[config.mk]
export PLATFORM = sky130hd
export DESIGN_NAME = tmg_timebase
export DESIGN_NICKNAME = d
export VERILOG_FILES = /design/src/rtl/tmg_pkg.sv /design/src/rtl/tmg_cfg_latch.sv /design/src/rtl/tmg_base_ctr.sv /design/src/rtl/tmg_postscale.sv /design/src/rtl/tmg_delay.sv /design/src/rtl/tmg_timebase.sv
export SDC_FILE = /design/constraint.sdc
export NUM_CORES = 1
export LEC_CHECK = 0
export BUFFER_PORTS_ARGS = -buffer_cell sky130_fd_sc_hd__buf_2
export CAP_MARGIN = 15
export CORE_ASPECT_RATIO = 0.9
export CORE_MARGIN = 2
export CORE_UTILIZATION = 36
export DETAILED_ROUTE_END_ITERATION = 10
export PLACE_DENSITY = 0.59
export SETUP_SLACK_MARGIN = 0.3
export SYNTH_ARGS = -nofsm -noshare
export SYNTH_HDL_FRONTEND = slang
export SYNTH_SLANG_ARGS = --single-unit
[constraint.sdc]
create_clock -name clk -period 7.9 [get_ports clk]
set_input_delay 0.395 -clock clk [delete_from_list [all_inputs] [get_ports clk]]
set_output_delay 0.395 -clock clk [all_outputs]
set_load 0.01 [all_outputs]
[src/rtl/tmg_pkg.sv]
package tmg_pkg;

    // Strobe bundle registered at the block's output
    typedef struct packed {
        logic sample;
        logic irq;
        logic done;
    } tmg_strobe_t;

    localparam tmg_strobe_t TMG_STROBE_IDLE = '{sample: 1'b0, irq: 1'b0, done: 1'b0};

endpackage

[src/rtl/tmg_cfg_latch.sv]
module tmg_cfg_latch #(
    parameter int CW = 16,
    parameter int PW = 8,
    parameter int DW = 16
) (
    input  logic          clk,
    input  logic          rst,
    input  logic          load,
    input  logic [CW-1:0] cfg_period,
    input  logic [CW-1:0] cfg_phase,
    input  logic [PW-1:0] cfg_post,
    input  logic [DW-1:0] cfg_delay,
    output logic [CW-1:0] per_q,
    output logic [CW-1:0] ph_q,
    output logic [PW-1:0] post_q,
    output logic [DW-1:0] dly_q
);
    logic [CW-1:0] per_eff;
    logic [CW-1:0] ph_eff;
    logic [PW-1:0] post_eff;

    // Map illegal settings to the nearest meaningful value
    always_comb begin
        per_eff  = (cfg_period == '0) ? CW'(1) : cfg_period;
        ph_eff   = (cfg_phase >= per_eff) ? (per_eff - CW'(1)) : cfg_phase;
        post_eff = (cfg_post == '0) ? PW'(1) : cfg_post;
    end

    always_ff @(posedge clk) begin
        if (rst || load) begin
            per_q  <= per_eff;
            ph_q   <= ph_eff;
            post_q <= post_eff;
            dly_q  <= cfg_delay;
        end
    end
endmodule

[src/rtl/tmg_base_ctr.sv]
module tmg_base_ctr #(
    parameter int CW = 16
) (
    input  logic          clk,
    input  logic          rst,
    input  logic [CW-1:0] per_q,
    output logic [CW-1:0] cnt,
    output logic          wrap
);
    // per_q is never zero, so per_q-1 is the last ramp value
    assign wrap = (cnt >= (per_q - CW'(1)));

    always_ff @(posedge clk) begin
        if (rst || wrap)
            cnt <= '0;
        else
            cnt <= cnt + CW'(1);
    end
endmodule

[src/rtl/tmg_postscale.sv]
module tmg_postscale #(
    parameter int PW = 8
) (
    input  logic          clk,
    input  logic          rst,
    input  logic          evt,
    input  logic [PW-1:0] post_q,
    output logic          irq_hit
);
    logic [PW-1:0] pcnt;
    logic [PW:0]   pnext;

    assign pnext   = {1'b0, pcnt} + (PW+1)'(1);
    assign irq_hit = evt && (pcnt == '0);

    always_ff @(posedge clk) begin
        if (rst)
            pcnt <= '0;
        else if (evt)
            pcnt <= (pnext >= {1'b0, post_q}) ? '0 : pnext[PW-1:0];
    end
endmodule

[src/rtl/tmg_delay.sv]
module tmg_delay #(
    parameter int DW = 16
) (
    input  logic          clk,
    input  logic          rst,
    input  logic          evt,
    input  logic [DW-1:0] dly_q,
    output logic          done_hit
);
    logic [DW-1:0] rem;
    logic          busy;

    // A fresh sample event overrides a countdown about to expire
    assign done_hit = evt ? (dly_q == '0) : (busy && (rem == DW'(1)));

    always_ff @(posedge clk) begin
        if (rst) begin
            rem  <= '0;
            busy <= 1'b0;
        end else if (evt) begin
            rem  <= dly_q;
            busy <= (dly_q != '0);
        end else if (busy) begin
            rem <= rem - DW'(1);
            if (rem == DW'(1))
                busy <= 1'b0;
        end
    end
endmodule

[src/rtl/tmg_timebase.sv]
module tmg_timebase
    import tmg_pkg::*;
#(
    parameter int CW = 16,
    parameter int PW = 8,
    parameter int DW = 16
) (
    input  logic          clk,
    input  logic          rst,
    input  logic [CW-1:0] cfg_period,
    input  logic [CW-1:0] cfg_phase,
    input  logic [PW-1:0] cfg_post,
    input  logic [DW-1:0] cfg_delay,
    output logic [CW-1:0] ramp_o,
    output logic          sample_stb_o,
    output logic          irq_stb_o,
    output logic          task_done_stb_o
);
    logic [CW-1:0] per_q;
    logic [CW-1:0] ph_q;
    logic [PW-1:0] post_q;
    logic [DW-1:0] dly_q;
    logic [CW-1:0] cnt;
    logic          wrap;
    logic          sample_evt;
    logic          irq_hit;
    logic          done_hit;
    tmg_strobe_t   stb_d, stb_q;

    tmg_cfg_latch #(.CW(CW), .PW(PW), .DW(DW)) u_cfg (
        .clk(clk), .rst(rst), .load(wrap),
        .cfg_period(cfg_period), .cfg_phase(cfg_phase),
        .cfg_post(cfg_post), .cfg_delay(cfg_delay),
        .per_q(per_q), .ph_q(ph_q), .post_q(post_q), .dly_q(dly_q)
    );

    tmg_base_ctr #(.CW(CW)) u_ctr (
        .clk(clk), .rst(rst), .per_q(per_q), .cnt(cnt), .wrap(wrap)
    );

    assign sample_evt = (cnt == ph_q);

    tmg_postscale #(.PW(PW)) u_post (
        .clk(clk), .rst(rst), .evt(sample_evt), .post_q(post_q), .irq_hit(irq_hit)
    );

    tmg_delay #(.DW(DW)) u_dly (
        .clk(clk), .rst(rst), .evt(sample_evt), .dly_q(dly_q), .done_hit(done_hit)
    );

    always_comb begin
        stb_d.sample = sample_evt;
        stb_d.irq    = irq_hit;
        stb_d.done   = done_hit;
    end

    always_ff @(posedge clk) begin
        if (rst)
            stb_q <= TMG_STROBE_IDLE;
        else
            stb_q <= stb_d;
    end

    assign ramp_o          = cnt;
    assign sample_stb_o    = stb_q.sample;
    assign irq_stb_o       = stb_q.irq;
    assign task_done_stb_o = stb_q.done;
endmodule

# Yosys cells after proc, flatten, opt, wreduce, memory -nomap -nowiden

Cells that the tools add are included.

Order comparisons: 3
$add $sub $neg: 5
Reductions and logical operators: 9
Muxes and demuxes: 9
Eq/ne operators: 2

Operators by type and width:

| kind                                                | number |
|---|---|
| two-way mux 16 bit                                  | 4 |
| subtractor 16 x 1 -> 16 bit (second input constant) | 3 |
| >= comparator 16 bit                                | 2 |
| zero test 16 bit                                    | 2 |
| adder 16 x 1 -> 16 bit (second input constant)      | 1 |
| == test 16 x 1 -> 1 bit (second input constant)     | 1 |
| == test 16 bit                                      | 1 |
| zero test 8 bit                                     | 2 |
| nonzero test 16 bit                                 | 1 |
| adder 8 x 1 -> 9 bit (second input constant)        | 1 |
| >= comparator 9 x 8 -> 1 bit                        | 1 |
| two-way mux 8 bit                                   | 1 |
| two-way mux 1 bit                                   | 4 |
| logical AND 1 bit                                   | 2 |
| nonzero test 2 bit                                  | 1 |
| logical OR 1 bit                                    | 1 |

Register bits after elaboration: 100
Input port bits: 58
Output and inout bits: 19
Logic and storage cells: 39

# Logic depth before layout (Yosys ltp)

Depth after elaboration: 4
Mapped depth: 13
Mapped depth without buffers: 12

# By module

From an unflattened synthesis, not the netlist that was laid out.

Cells, all modules: 580
Area total of the unflattened synthesis: 5972.0 µm²

Modules (own cells, without submodules):

| module        | sequential area each (µm²) | cells each | times used | area each (µm²) |
|---|---|---|---|---|
| tmg_cfg_latch | 1681.6                     | 192        | 1          | 2658.8 |
| tmg_base_ctr  | 320.3                      | 151        | 1          | 1322.5 |
| tmg_delay     | 340.3                      | 116        | 1          | 984.7 |
| tmg_postscale | 160.2                      | 94         | 1          | 749.5 |
| tmg_timebase  | 60.1                       | 27         | 1          | 256.5 |

# Least setup slack after synthesis

OpenSTA, ideal clock, no wires.

Kind: reg2reg
From: reg u_cfg.per_q[9]
To: reg u_cfg.dly_q[0], enable pin
Clock period less this slack: 4.483 ns
Library setup time: 0.442 ns
Data required time: 7.458 ns
Cell stages (with the launch flop): 11
Arrival: 4.041 ns
Slack: 3.417 ns
Buffers on the path: 1
Path through: edfxtp_1 or3_1 or4_1 nor3_1 xnor2_1 ha_1 nand3_1 nor3_1 nand4_1 nand2_1 clkbuf_1

Longest elaborated chain between the ends: 3

Ends and longest elaborated chain:

| item                        | RTL line            | RTL |
|---|---|---|
| start, declared             | tmg_cfg_latch.sv:13 | `output logic [CW-1:0] per_q,` |
| start signal, assigned      | tmg_cfg_latch.sv:31 | `per_q <= per_eff;` |
| subtractor 16 x 1 -> 16 bit | tmg_base_ctr.sv:11  | `assign wrap = (cnt >= (per_q - CW'(1)));` |
| >= comparator 16 bit        | tmg_base_ctr.sv:11  |  |
| logical OR 1 bit            | tmg_cfg_latch.sv:30 | `if (rst \|\| load) begin` |
| end signal, assigned        | tmg_cfg_latch.sv:34 | `dly_q <= cfg_delay;` |
| end, declared               | tmg_cfg_latch.sv:16 | `output logic [DW-1:0] dly_q` |

Every way passes these cells.
A chain may end at the register's enable or synchronous reset.

# Worst setup path in the final report

From: reg u_cfg.per_q[3]
To: reg u_cfg.dly_q[10], enable pin

Same word-level chain as after synthesis.

==> flow_metrics.py <==
metrics = {
    "outcome": {
        "status": "finished clean",
    },
    "global_route": {
        "grt_start_max_net_pins": 44,
        "grt_pass1_wl_um": 20300,
        "grt_pass1_vias": 4159,
        "antenna_found_initial": 0,
        "overflow": 0,
        "grt_usage_pct": 15.5,
    },
    "run": {
        "drv_cap": 0,
    },
    "finish": {
        "layout-drive-gt1-share_pct": 18.8,
        "nNetsFinal": 729,
        "fin_area_um2": 6550,
        "diodes": 0,
        "nFillCells": 1502,
        "final_util_pct": 42.1,
        "area_delta_synth_final_pct": 13.9,
    },
    "sta": {
        "worst_slew_pin_slew_ns": 1.08,
        "timing.final.ws_setup_ns": 3.58,
        "fin_crit_sh_pct": 54.6,
        "whs_ns": 0.217,
        "drv_slew": 0,
        "setup_viol": 0,
        "finalHoldViolCount": 0,
        "period_minus_slack_ns": 4.32,
        "rsz0062_at_grt": "no",
        "clock.fmax_ghz": 0.232,
        "slew_headroom_pct": 28.1,
        "skew_ns": 0.0124,
        "fin_setup_tns_ns": 0,
    },
    "die": {
        "start_util_pct": 37.0,
        "io_pins": 77,
        "dieHeight_um": 124,
        "dieWidth_um": 137,
        "core.rowCount": 43,
        "die-area_um2": 17000,
        "coreArea_um2": 15500,
    },
    "power": {
        "p_clk_share_pct": 39.8,
        "powerDensity_nw_per_um2": 175,
        "power.share.sequential_pct": 51.1,
        "swShare_pct": 23.6,
        "p_comb_share_pct": 9.1,
        "intPower_uw": 878,
        "leakagePower_nw": 2.72,
        "p_sw_uw": 271,
        "ir_worst_vdd_mv": 0.100,
    },
    "setup_path": {
        "cp_cell_sequence": "nor4_1, nand2b_1, nor2_1, nand2_1, nor4_1, xnor2_1, ha_1, nand3_1, nor2_1, a2111oi_0, nand2_2, buf_4",
        "required_ns": 7.96,
        "worstPathMaxFanout": 38,
        "crit_type": "register to register",
        "cpPeakStageDelay_ns": 0.73,
        "startpoint_type": "register",
        "cp_slowest_cell": "a2111oi_0",
        "cp.arrival_ns": 4.37,
        "end_kind": "register",
    },
    "yosys": {
        "synth_edf_count": 56,
        "syn_nets": 675,
        "syn_avg_cell_area_um2": 10.1,
        "synth_warnings": 0,
        "synth_ff_type": "edfxtp_1",
        "synth-seq-cells": 100,
        "async_flop_share_pct": 0,
        "ys_seq_area_share_pct": 44.5,
        "netlist_area_um2": 5750,
        "ys_types": 52,
        "synthCells": 570,
    },
    "route": {
        "drc_errors": 0,
        "routed_wl_um": 12300,
        "avgRoutedWirePerCell_um": 14.8,
        "first_iter_violations": 193,
        "first_pass_iters": 4,
        "vias_per_cell": 4.99,
        "final_antenna_net_count": 0,
        "num_vias": 4145,
    },
    "placement": {
        "gp_congestion": 0.908,
        "dpl_worst_slack_ns": 3.48,
        "dpl-instance-area_um2": 6240,
        "portBuffers": 76,
        "place_hpwl_um": 9470,
    },
    "clock_tree": {
        "cts.repair.resized": 0,
        "cts_setup_buffers": 0,
        "cts_buffer_depth": 2,
        "cts_root_buf": "clkbuf_16",
        "ctsHoldBuffers": 0,
        "cts.htree.levels": 3,
        "numCtsBuffers": 9,
        "cts.clk_slew.worst_paths_ns": 0.07,
        "numClockSinks": 100,
        "cts_tree": "done",
        "clock_latency_ns": 0.35,
    },
    "worst_hold_path": {
        "worst_hold_path_type": "primary input to register",
    },
}
[metal layers]
metal	vias to the layer above	share of wire [%]	global-route usage, %
met5	-	0	0
met3	6	3.4	3.54
met4	0	0.49	4.57
li1	2126	-	-
met1	1934	48	19.8
met2	79	48	26.2
[cell usage in the layout, fill, tap and decap left out, drive strengths merged, types with 12 or more instances in the layout]
cell type	netlist	routed
edfxtp	56	56
inv	35	38
a211oi	19	19
nor4	20	20
nor2	65	65
buf	6	78
nor3	16	16
a21oi	13	13
ha	47	47
xnor2	39	39
xor2	34	34
clkbuf	28	12
dfxtp	44	44
mux2	14	14
nand3	13	13
nand2	33	33
[power groups by stage]
| stage | Combinational (mW) | Clock (mW) | Sequential [mW] |
|---|---|---|---|
| after floorplan | 0.0695 | 0 | 0.596 |
| after global placement | 0.103 | 0 | 0.600 |
| after detailed placement | 0.104 | 0 | 0.600 |
| after CTS | 0.105 | 0.473 | 0.588 |
| after global routing | 0.119 | 0.491 | 0.590 |
| final | 0.104 | 0.457 | 0.588 |
[registers in the layout, summed over array words and instances (netlist names)]
register         count
u_cfg.dly_q         16
u_cfg.per_q         16
u_cfg.ph_q          16
u_ctr.cnt           16
u_dly.rem           16
u_cfg.post_q         8
u_post.pcnt          8
irq_stb_o            1
sample_stb_o         1
task_done_stb_o      1
u_dly.busy           1
[cells in the mapped netlist, types with 4 or more instances]
| cell type | n | area share, % |
|---|---|---|
| nor2b_1 | 5 | 0.54 |
| xnor2_1 | 39 | 5.9 |
| xor2_1 | 34 | 5.2 |
| nor4_1 | 19 | 2.1 |
| clkbuf_1 | 28 | 1.8 |
| nor3_1 | 16 | 1.4 |
| a221o_1 | 4 | 0.70 |
| edfxtp_1 | 56 | 29 |
| and3_1 | 11 | 1.2 |
| mux2_2 | 14 | 2.7 |
| nand3_1 | 13 | 1.1 |
| ha_1 | 47 | 10 |
| nand4_1 | 9 | 0.98 |
| nor2_1 | 65 | 4.2 |
| nand2_1 | 33 | 2.2 |
| a31oi_1 | 5 | 0.54 |
| nand2b_1 | 5 | 0.54 |
| a211oi_1 | 18 | 2.3 |
| inv_1 | 35 | 2.3 |
| dfxtp_1 | 44 | 15 |
| o21ai_0 | 10 | 0.87 |
| a21oi_1 | 13 | 1.1 |
[cells by family after synthesis]
| family | count (synthesis) | share of synthesized area (%) |
|---|---|---|
| AND/OR/NAND/NOR | 196 | 17.2 |
| XOR/XNOR | 73 | 11.1 |
| AO/OA/AOI/OAI | 67 | 8.50 |
| adder cells (fa/ha/maj) | 47 | 10.2 |
| multiplexers | 17 | 3.26 |
| flip-flops | 100 | 44.5 |
| buffers and inverters | 70 | 5.15 |
[metrics by stage]
step	cells	power, mW
final	831	1.15
after global placement	815	0.703
after CTS	831	1.17
after floorplan	570	0.665
after detailed placement	815	0.704
after global routing	831	1.20
[cell type report]
type,instances,area [um^2],share of cell area (%)
Clock inverter,4,33.8,0.516
Inverter,35,131,2.00
Multi-Input combinational cell,400,2900,44.2
Sequential cell,100,2560,39.1
Tap cell,202,253,3.86
Clock buffer,12,279,4.26
Timing Repair Buffer,78,395,6.03
[final timing paths]
check                                   start                     endpoint  slack [ns]  depth (start not counted)
setup reg to reg     u_cfg.per_q[3]$_DFFE_PP_    u_cfg.dly_q[10]$_DFFE_PP_        3.58                         12
setup / recovery     u_cfg.per_q[3]$_DFFE_PP_    u_cfg.dly_q[10]$_DFFE_PP_        3.58                         12
hold / removal                  cfg_delay[12]    u_cfg.dly_q[12]$_DFFE_PP_        0.22                          1
hold reg to reg   u_post.pcnt[1]$_SDFFE_PP0P_  u_post.pcnt[1]$_SDFFE_PP0P_        0.49                          2
[worst max-delay path: cells and delay by family, from the launching register on]
family                     cells  cell delay (ns)
buffers and inverters          1             0.50
DFF                            1             0.42
xor gates and xnor gates       1             0.17
adders and majority gates      1             0.25
and+or+nand+nor                8             1.94
AOI/OAI and AO/OA              1             0.73
Power figures use the tool's default switching activity.
